File: config.mk
export PLATFORM = sky130hd
export DESIGN_NAME = tw_eeprom_slave
export DESIGN_NICKNAME = d
export VERILOG_FILES = /design/src/rtl/twe_pkg.sv /design/src/rtl/twe_sync_edge.sv /design/src/rtl/twe_store.sv /design/src/rtl/twe_wtimer.sv /design/src/rtl/tw_eeprom_slave.sv
export SDC_FILE = /design/constraint.sdc
export NUM_CORES = 1
export LEC_CHECK = 0
export CORE_ASPECT_RATIO = 0.75
export CORE_MARGIN = 1.5
export CORE_UTILIZATION = 55
export CTS_CLUSTER_SIZE = 30
export DETAILED_ROUTE_END_ITERATION = 16
export PLACE_DENSITY = 0.71
export SLEW_MARGIN = 10
export SYNTH_ARGS = -nofsm -noshare
export SYNTH_HDL_FRONTEND = slang
export SYNTH_SLANG_ARGS = --single-unit
export TNS_END_PERCENT = 1
File: constraint.sdc
create_clock -name clk -period 3.05 [get_ports clk]
set_input_delay 0.61 -clock clk [delete_from_list [all_inputs] [get_ports clk]]
set_output_delay 0.61 -clock clk [all_outputs]
set_load 0.1 [all_outputs]
File: src/rtl/twe_pkg.sv
package twe_pkg;
  localparam int ADDR_W = 4;
  localparam int CTRL_W = 8;

  typedef enum logic [1:0] {
    CMD_RSV0 = 2'b00,
    CMD_WR   = 2'b01,
    CMD_RSV1 = 2'b10,
    CMD_RD   = 2'b11
  } cmd_e;

  typedef enum logic [2:0] {
    ST_IDLE, ST_CTRL, ST_ACKC, ST_DIN, ST_ACKD, ST_READ, ST_RDACK, ST_BUSY
  } st_e;

  function automatic cmd_e ctrl_cmd(input logic [CTRL_W-1:0] b);
    return cmd_e'(b[7:6]);
  endfunction

  function automatic logic [ADDR_W-1:0] ctrl_addr(input logic [CTRL_W-1:0] b);
    return b[5:2];
  endfunction

  function automatic logic cmd_accepted(input cmd_e c);
    return (c == CMD_WR) || (c == CMD_RD);
  endfunction
endpackage

File: src/rtl/twe_sync_edge.sv
module twe_sync_edge #(
  parameter int STAGES = 2
) (
  input  logic clk,
  input  logic rst_n,
  input  logic scl_i,
  input  logic sda_i,
  output logic scl_lvl,
  output logic sda_lvl,
  output logic ev_rise,
  output logic ev_fall,
  output logic ev_start,
  output logic ev_stop
);
  logic [STAGES-1:0] scl_sh, sda_sh;
  logic scl_q, sda_q;

  always_ff @(posedge clk or negedge rst_n) begin
    if (!rst_n) begin
      scl_sh <= '1;
      sda_sh <= '1;
      scl_q  <= 1'b1;
      sda_q  <= 1'b1;
    end else begin
      scl_sh <= {scl_sh[STAGES-2:0], scl_i};
      sda_sh <= {sda_sh[STAGES-2:0], sda_i};
      scl_q  <= scl_lvl;
      sda_q  <= sda_lvl;
    end
  end

  assign scl_lvl  = scl_sh[STAGES-1];
  assign sda_lvl  = sda_sh[STAGES-1];
  assign ev_rise  = scl_lvl & ~scl_q;
  assign ev_fall  = ~scl_lvl & scl_q;
  assign ev_start = scl_lvl & scl_q & sda_q & ~sda_lvl;
  assign ev_stop  = scl_lvl & scl_q & ~sda_q & sda_lvl;
endmodule

File: src/rtl/twe_store.sv
module twe_store #(
  parameter int ADDR_W = 4,
  parameter int DATA_W = 8
) (
  input  logic              clk,
  input  logic              rst_n,
  input  logic              we,
  input  logic [ADDR_W-1:0] addr,
  input  logic [DATA_W-1:0] wdata,
  output logic [DATA_W-1:0] rdata
);
  localparam int DEPTH = 1 << ADDR_W;
  logic [DATA_W-1:0] word [DEPTH];

  always_ff @(posedge clk or negedge rst_n) begin
    if (!rst_n) begin
      for (int w = 0; w < DEPTH; w++) word[w] <= '0;
    end else if (we) begin
      word[addr] <= wdata;
    end
  end

  assign rdata = word[addr];

  // a write lands in the addressed word
  p_write_lands_r5: assert property (@(posedge clk) disable iff (!rst_n)
    we |=> (word[$past(addr)] == $past(wdata)));
endmodule

File: src/rtl/twe_wtimer.sv
module twe_wtimer #(
  parameter int CYCLES = 500000
) (
  input  logic clk,
  input  logic rst_n,
  input  logic go,
  output logic busy
);
  localparam int CW = $clog2(CYCLES + 1);
  logic [CW-1:0] cnt;

  always_ff @(posedge clk or negedge rst_n) begin
    if (!rst_n)          cnt <= '0;
    else if (go)         cnt <= CW'(CYCLES);
    else if (cnt != '0)  cnt <= cnt - 1'b1;
  end

  assign busy = (cnt != '0);

  // the busy window counts down one per system clock
  p_countdown_r6: assert property (@(posedge clk) disable iff (!rst_n)
    (busy && !go) |=> (cnt == $past(cnt) - 1'b1));
endmodule

File: src/rtl/tw_eeprom_slave.sv
module tw_eeprom_slave
  import twe_pkg::*;
#(
  parameter int DATA_W       = 8,
  parameter int WRITE_CYCLES = 500000,
  parameter int SYNC_STAGES  = 2
) (
  input  logic clk,
  input  logic rst_n,
  input  logic scl_i,
  input  logic sda_i,
  output logic sda_o,
  output logic sda_oe
);
  localparam int CNT_W = $clog2(DATA_W + 1);
  localparam logic [CNT_W-1:0] BIT_FULL = CNT_W'(DATA_W);
  localparam logic [CNT_W-1:0] BIT_LAST = CNT_W'(DATA_W - 1);

  logic scl_lvl, sda_lvl, ev_rise, ev_fall, ev_start, ev_stop;
  logic wt_go, wt_busy;
  logic [DATA_W-1:0] rdata;

  st_e               state;
  logic [CNT_W-1:0]  cnt;
  logic [DATA_W-1:0] shreg, tx_q;
  logic [ADDR_W-1:0] addr_q;
  logic              rd_q;
  logic [CTRL_W-1:0] ctrl_b;

  twe_sync_edge #(.STAGES(SYNC_STAGES)) u_sync (
    .clk, .rst_n, .scl_i, .sda_i,
    .scl_lvl, .sda_lvl, .ev_rise, .ev_fall, .ev_start, .ev_stop
  );

  twe_store #(.ADDR_W(ADDR_W), .DATA_W(DATA_W)) u_store (
    .clk, .rst_n, .we(wt_go), .addr(addr_q), .wdata(shreg), .rdata
  );

  twe_wtimer #(.CYCLES(WRITE_CYCLES)) u_timer (
    .clk, .rst_n, .go(wt_go), .busy(wt_busy)
  );

  assign ctrl_b = shreg[DATA_W-1 -: CTRL_W];
  assign wt_go  = (state == ST_ACKD) && ev_fall;

  always_ff @(posedge clk or negedge rst_n) begin
    if (!rst_n) begin
      state  <= ST_IDLE;
      cnt    <= '0;
      shreg  <= '0;
      tx_q   <= '0;
      addr_q <= '0;
      rd_q   <= 1'b0;
    end else begin
      unique case (state)
        ST_IDLE: if (ev_start) begin
          state <= ST_CTRL;
          cnt   <= '0;
        end
        ST_CTRL, ST_DIN: begin
          if (ev_start) begin
            state <= ST_CTRL;
            cnt   <= '0;
          end else if (ev_stop) begin
            state <= ST_IDLE;
          end else if (ev_rise && cnt != BIT_FULL) begin
            shreg <= {shreg[DATA_W-2:0], sda_lvl};
            cnt   <= cnt + 1'b1;
          end else if (ev_fall && cnt == BIT_FULL) begin
            if (state == ST_DIN) begin
              state <= ST_ACKD;
            end else if (cmd_accepted(ctrl_cmd(ctrl_b))) begin
              state  <= ST_ACKC;
              addr_q <= ctrl_addr(ctrl_b);
              rd_q   <= (ctrl_cmd(ctrl_b) == CMD_RD);
            end else begin
              state <= ST_IDLE;
            end
          end
        end
        ST_ACKC: if (ev_fall) begin
          cnt <= '0;
          if (rd_q) begin
            state <= ST_READ;
            tx_q  <= rdata;
          end else begin
            state <= ST_DIN;
          end
        end
        ST_READ: if (ev_fall) begin
          if (cnt == BIT_LAST) begin
            state <= ST_RDACK;
          end else begin
            cnt  <= cnt + 1'b1;
            tx_q <= {tx_q[DATA_W-2:0], 1'b0};
          end
        end
        ST_RDACK: if (ev_fall) state <= ST_IDLE;
        ST_ACKD:  if (ev_fall) state <= ST_BUSY;
        ST_BUSY:  if (!wt_busy) state <= ST_IDLE;
        default:  state <= ST_IDLE;
      endcase
    end
  end

  always_comb begin
    sda_oe = 1'b0;
    sda_o  = 1'b0;
    case (state)
      ST_ACKC, ST_ACKD: sda_oe = 1'b1;
      ST_READ: begin
        sda_oe = 1'b1;
        sda_o  = tx_q[DATA_W-1];
      end
      default: ;
    endcase
  end

  // an accepted control byte leads to a driven low acknowledge
  p_ack_drive_r4: assert property (@(posedge clk) disable iff (!rst_n)
    (state == ST_CTRL && ev_fall && cnt == BIT_FULL && !ev_start && !ev_stop
     && cmd_accepted(ctrl_cmd(ctrl_b))) |=> (sda_oe && !sda_o));

  // the output pair never moves while the bus clock stays high
  p_out_hold_r7: assert property (@(posedge clk) disable iff (!rst_n)
    (scl_lvl && $past(scl_lvl)) |-> ($stable(sda_oe) && $stable(sda_o)));

  // busy state is held while the timer runs
  p_busy_hold_r6: assert property (@(posedge clk) disable iff (!rst_n)
    (state == ST_BUSY && wt_busy) |=> (state == ST_BUSY));

  // completing the data acknowledge arms the timer
  p_arm_timer_r6: assert property (@(posedge clk) disable iff (!rst_n)
    wt_go |=> (wt_busy && state == ST_BUSY));
endmodule

Word level (Yosys, flattened, before mapping)
Cells that the tools add are included.

cells by class
  $add $sub $neg = 2
  multiply operators = 0
  div/mod/pow operators = 0
  $lt $le $gt $ge = 2
  eq/ne operators = 25
  shift-type cells = 0
  multiplexer cells = 38
  bitwise gates (word level) = 16
  reductions and logical operators = 17

operators with widths
  kind                   count
  $bwmux 128             1
  $mux 8                 7
  $mux 3                 13
  $mux 19                2
  $bmux 8 s4             1
  $demux 8 s4            1
  $mux 4                 7
  $pmux 3 s7             1
  $reduce_bool 19->1     1
  $sub 19x1->19 const B  1
  $ne 2x2->1 const B     9
  $pmux 4 s4             1
  $pmux 8 s2             1
  $reduce_and 7->1       2
  $eq 3x3->1 const B     4
  $ne 4x4->1 const B     3
  $reduce_and 9->1       1
  $not 1->1              8
  $and 1x1->1            7
  $eq 3x2->1 const B     2
  $ne 3x3->1 const B     2
  $ge 5x5->1 const B     1
  $lt 5x1->1 const B     1
  $not 4->5              1
  other kinds (17)       22

word-level totals
  register bits after elaboration = 181
  bits in latches = 0
  RAM bits = 0
  ROM bits = 0
  input bits = 4
  word-level logic and storage cells = 127
  memories kept = 0

Logic depth before layout (Yosys ltp)
  depth after elaboration = 9
  gate-level depth with buffers = 8

By module
From an unflattened synthesis, not the netlist that was laid out.

second synthesis, totals
  cells, all modules = 634
  area total of the unflattened synthesis = 8857.2 µm²

by module, submodules not included
  module           instances  cells each  area each (µm²)  seq. area each (µm²)
  twe_store        1          368         5983.2           3203.1
  tw_eeprom_slave  1          138         1579.0           700.7
  twe_wtimer       1          118         1104.8           475.5
  twe_sync_edge    1          10          190.2            157.7

Worst setup path after synthesis
OpenSTA, ideal clock, no wires.

  kind = reg-to-reg
  start = register u_sync.scl_q
  end = register u_store.word[56] (netlist bit)
  arrival = 2.030 ns
  data required time = 2.925 ns
  path slack = 0.895 ns
  cell stages (with the launch flop) = 7
  buffers on the path = 2
  clock period less this slack = 2.155 ns
  cells stage by stage = dfstp_2 -> nand2b_1 -> or3_1 -> buf_6 -> or4_4 -> buf_6 -> mux2_4

on the way
  word-level cells in the longest chain between the ends = 2

RTL lines
  item                            line                   RTL
  start: declaration              twe_sync_edge.sv:16    logic scl_q, sda_q;
  start signal: assignment        twe_sync_edge.sv:27    scl_q <= scl_lvl;
  $and 1x1->1                     twe_sync_edge.sv:35    assign ev_fall = ~scl_lvl & scl_q;
  $logic_and 1x1->1               tw_eeprom_slave.sv:44  assign wt_go = (state == ST_ACKD) && ev_fall;
  end signal: indexed assignment  twe_store.sv:19        word[addr] <= wdata;
  end: declaration                twe_store.sv:13        logic [DATA_W-1:0] word [DEPTH];

Every way passes these cells.
A chain may end at the register's enable or synchronous reset.

Final worst setup path
  start = register state[0]
  end = output port sda_o

on the way
  word-level cells in the longest chain between the ends = 2

RTL lines
  item                      line                    RTL
  start: declaration        tw_eeprom_slave.sv:23   st_e state;
  start signal: assignment  tw_eeprom_slave.sv:48   state <= ST_IDLE;
  start signal: assignment  tw_eeprom_slave.sv:57   state <= ST_CTRL;
  start signal: assignment  tw_eeprom_slave.sv:62   state <= ST_CTRL;
  $eq 3x3->1                tw_eeprom_slave.sv:109  case (state)
  $mux 1                    tw_eeprom_slave.sv:109
  end: declaration          tw_eeprom_slave.sv:12   output logic sda_o,

Every way passes these cells.

==> out/results.tsv <==
metric	value	unit
Setup TNS Final	0	ns
die extent in y	111	µm
Total GRT Usage	26.3	%
Mapped Area	0.00860	mm²
Vias	5450	
Cells after Synth	639	
Clock Tree Buf Depth	2	
Distinct cells, synth	63	
RSZ-0062 raised after global routing	false	
Synth warnings	0	
number of remaining DRC errors	0	
skew final	0.00835	ns
CTS Hold Bufs	0	
total core area	0.0153	mm²
row cnt	39	
top post-synthesis cells by count	dfrtp_1, mux2_2, nor2_1	
antenna-violating nets left	0	
cts bufs inserted	17	
clock tree sinks	181	
Max Transition Viols Final	0	
Synth area leaders	dfrtp_1, mux2_2, mux4_2	
crit-path cells	and3b_1 > and2_1 > buf_4	
WP data required	2.44	ns
r2r endpoint	u_store.word[27]	
Reg area	0.00454	mm²
Ant. Diodes	0	
ys async rst share	100	%
I/O pin total	6	
Final Hold Viols	0	
max frequency	380	MHz
R2R cell count	5	
Detail Placement HPWL	12.9	mm
post-synthesis sequential area ratio	52.8	%
cts repair resizes	0	
Skew-Pair Late Insertion Delay	0.44	ns
initial antenna violation count	0	
CTS Root Cell	clkbuf_16	
slowest CP cell	dfrtp_1	
Port-buffer cells	5	
Starting Density	56.3	%
Slew @ Worst Pin	0.881	ns
area of the multi-input gates	0.00387	mm²
Yosys top cell area share	50.9	%
leading area contributor after synthesis	dfrtp_1	
Layout Nets	655	
fillers	1113	
Core Util, Final	62.8	%
CTS tree	done	
Post-CTS Setup Bufs	0	
vias in the first global route	5748	
TritonRoute pass-1 iters	5	
R2R setup slack	0.52	ns
die footprint	0.0164	mm²
Yosys reg bits	181	
WL per Instance	22.7	µm
Buf/Inv on CP	1	
CP peak stage delay	0.63	ns
Leak	4.36	nW
Die Wd	147	µm
crit end category	output pin	
clock period minus final worst setup slack	2.63	ns
global-route wire length before repair	32.2	mm
final setup fails	0	
Reg2Reg Launch Point	state[1]	
EDFF count, synth	0	
clock-pin slew on the worst setup and hold paths	0.07	ns
Crit Path Max Fanout	15	
Final Cycle Share	86.2	%
layout cells sized above 1	39.1	%
cell with the most instances after synthesis	dfrtp_1	
largest net degree at the start of global routing	58	
syn nets	647	
Slew HR	41.3	%
final wirelength	19.6	mm
DR iter-0 viols	395	
GPL Wtd Cong	0.914	
CP Launch Type	flop	
global route overflow	0	
detailed-route vias per instance	6.30	
Max VDD drop	0.692	mV
Max-cap violations	0	
Power Dens Cells	720	mW/mm²
H-tree depth	4	
outcome	completed	
family with the most delay on the worst path	simple AND/OR/NAND/NOR gates	
Area growth, synth to finish	11.5	%
critical path type	flop to output pin	
Worst Path Arrival	2.02	ns
ys flop type	dfrtp_1	
Avg Inst Size Synth	13.5	µm²
Tightest Hold Check Type	input port to asynchronous set/reset pin	
worst max-delay path by stage:
| stage | from | endpoint | slack (ns) | cells past startpoint |
|---|---|---|---|---|
| final | state[0] | sda_o | 0.42 | 3 |
| after global placement | state[1] | u_store.word[30] | 0.57 | 5 |
| after CTS | state[0] | sda_o | 0.42 | 3 |
| after floorplan | u_sync.scl_q | u_store.word[56] | 0.89 | 6 |
| after detailed placement | state[1] | u_store.word[25] | 0.54 | 5 |
| after global routing | state[0] | sda_o | 0.28 | 3 |
cell type report:
type                            count  area share [%]
Multi-Input combinational cell    413            40.3
Clock inverter                     13            2.26
Clock buffer                       19            4.62
Inverter                            8           0.313
Timing Repair Buffer               26            2.52
Tap cell                          205            2.67
Sequential cell                   181            47.3
kinds of logic (layout without fill, tap and decap cells):
family	Yosys count	after routing	share of synthesized area, %
AO/OA/AOI/OAI	67	67	5.22
XOR/XNOR	14	14	1.43
adder cells (fa/ha/maj)	4	4	0.582
buffers and inverters	45	66	2.28
flip-flops	181	181	52.8
multiplexers	183	183	28.0
AND/OR/NAND/NOR	145	145	9.73
state kept, by name, indices dropped and copies added, names as in the netlist:
name	flops
u_sync.scl_sh	2
u_sync.sda_sh	2
u_timer.cnt	19
u_sync.scl_q	1
rd_q	1
state	3
tx_q	8
u_store.word	128
ctrl_b	8
addr_q	4
cnt	4
u_sync.sda_q	1
routing by layer:
metal,track usage (%),vias to the layer above,wire [µm]
li1,-,2377,-
met1,37.2,2854,8990
met2,39.4,192,9040
met3,7.78,27,1340
met4,7.93,0,267
met5,0,-,0
power by group:
group          total (mW)  internal (mW)  switching [mW]  leakage [nW]
Sequential           3.20           2.65           0.551          2.45
Combinational        1.24          0.560           0.677          1.58
Clock                2.47           1.49           0.977         0.323
cells in the final DEF (no fill, tap or decap), types with 3 or more instances in the layout:
cell	netlist	final
clkinv_4	0	3
inv_1	8	8
and3_1	3	3
xnor2_1	4	4
nand4_1	5	5
o211ai_1	4	4
nand3_1	12	12
nor2b_1	6	6
and2_1	3	3
nand3b_1	4	4
buf_4	2	20
inv_6	0	4
nand2b_1	8	8
ha_1	4	4
o21ai_0	18	18
or3_1	5	5
a21oi_1	14	14
dfstp_2	6	6
mux2_2	138	138
clkbuf_16	0	17
mux2i_1	8	8
nor3_1	8	8
nor2_1	32	32
bufinv_16	0	5
nand2_1	26	26
o31ai_1	3	3
mux2_4	8	8
dfrtp_1	175	174
nor2_2	9	9
xor2_1	10	10
a2111oi_0	4	4
nor3_4	3	3
buf_12	0	3
a32oi_1	7	7
mux4_2	29	29
metrics by stage:
stage,area [µm²],cells,hold WS (ns),worst slack [ns],total power [mW]
2_1_floorplan,8600,639,0.314,0.895,3.93
4_1_cts,9590,865,0.160,0.422,6.91
3_5_place_dp,8930,833,0.348,0.545,4.44
5_1_grt,9590,865,0.188,0.276,7.21
3_3_place_gp,8930,833,0.345,0.566,4.36
6_report,9590,865,0.145,0.421,6.90
Note: power is estimated with default switching activity, not from simulation.
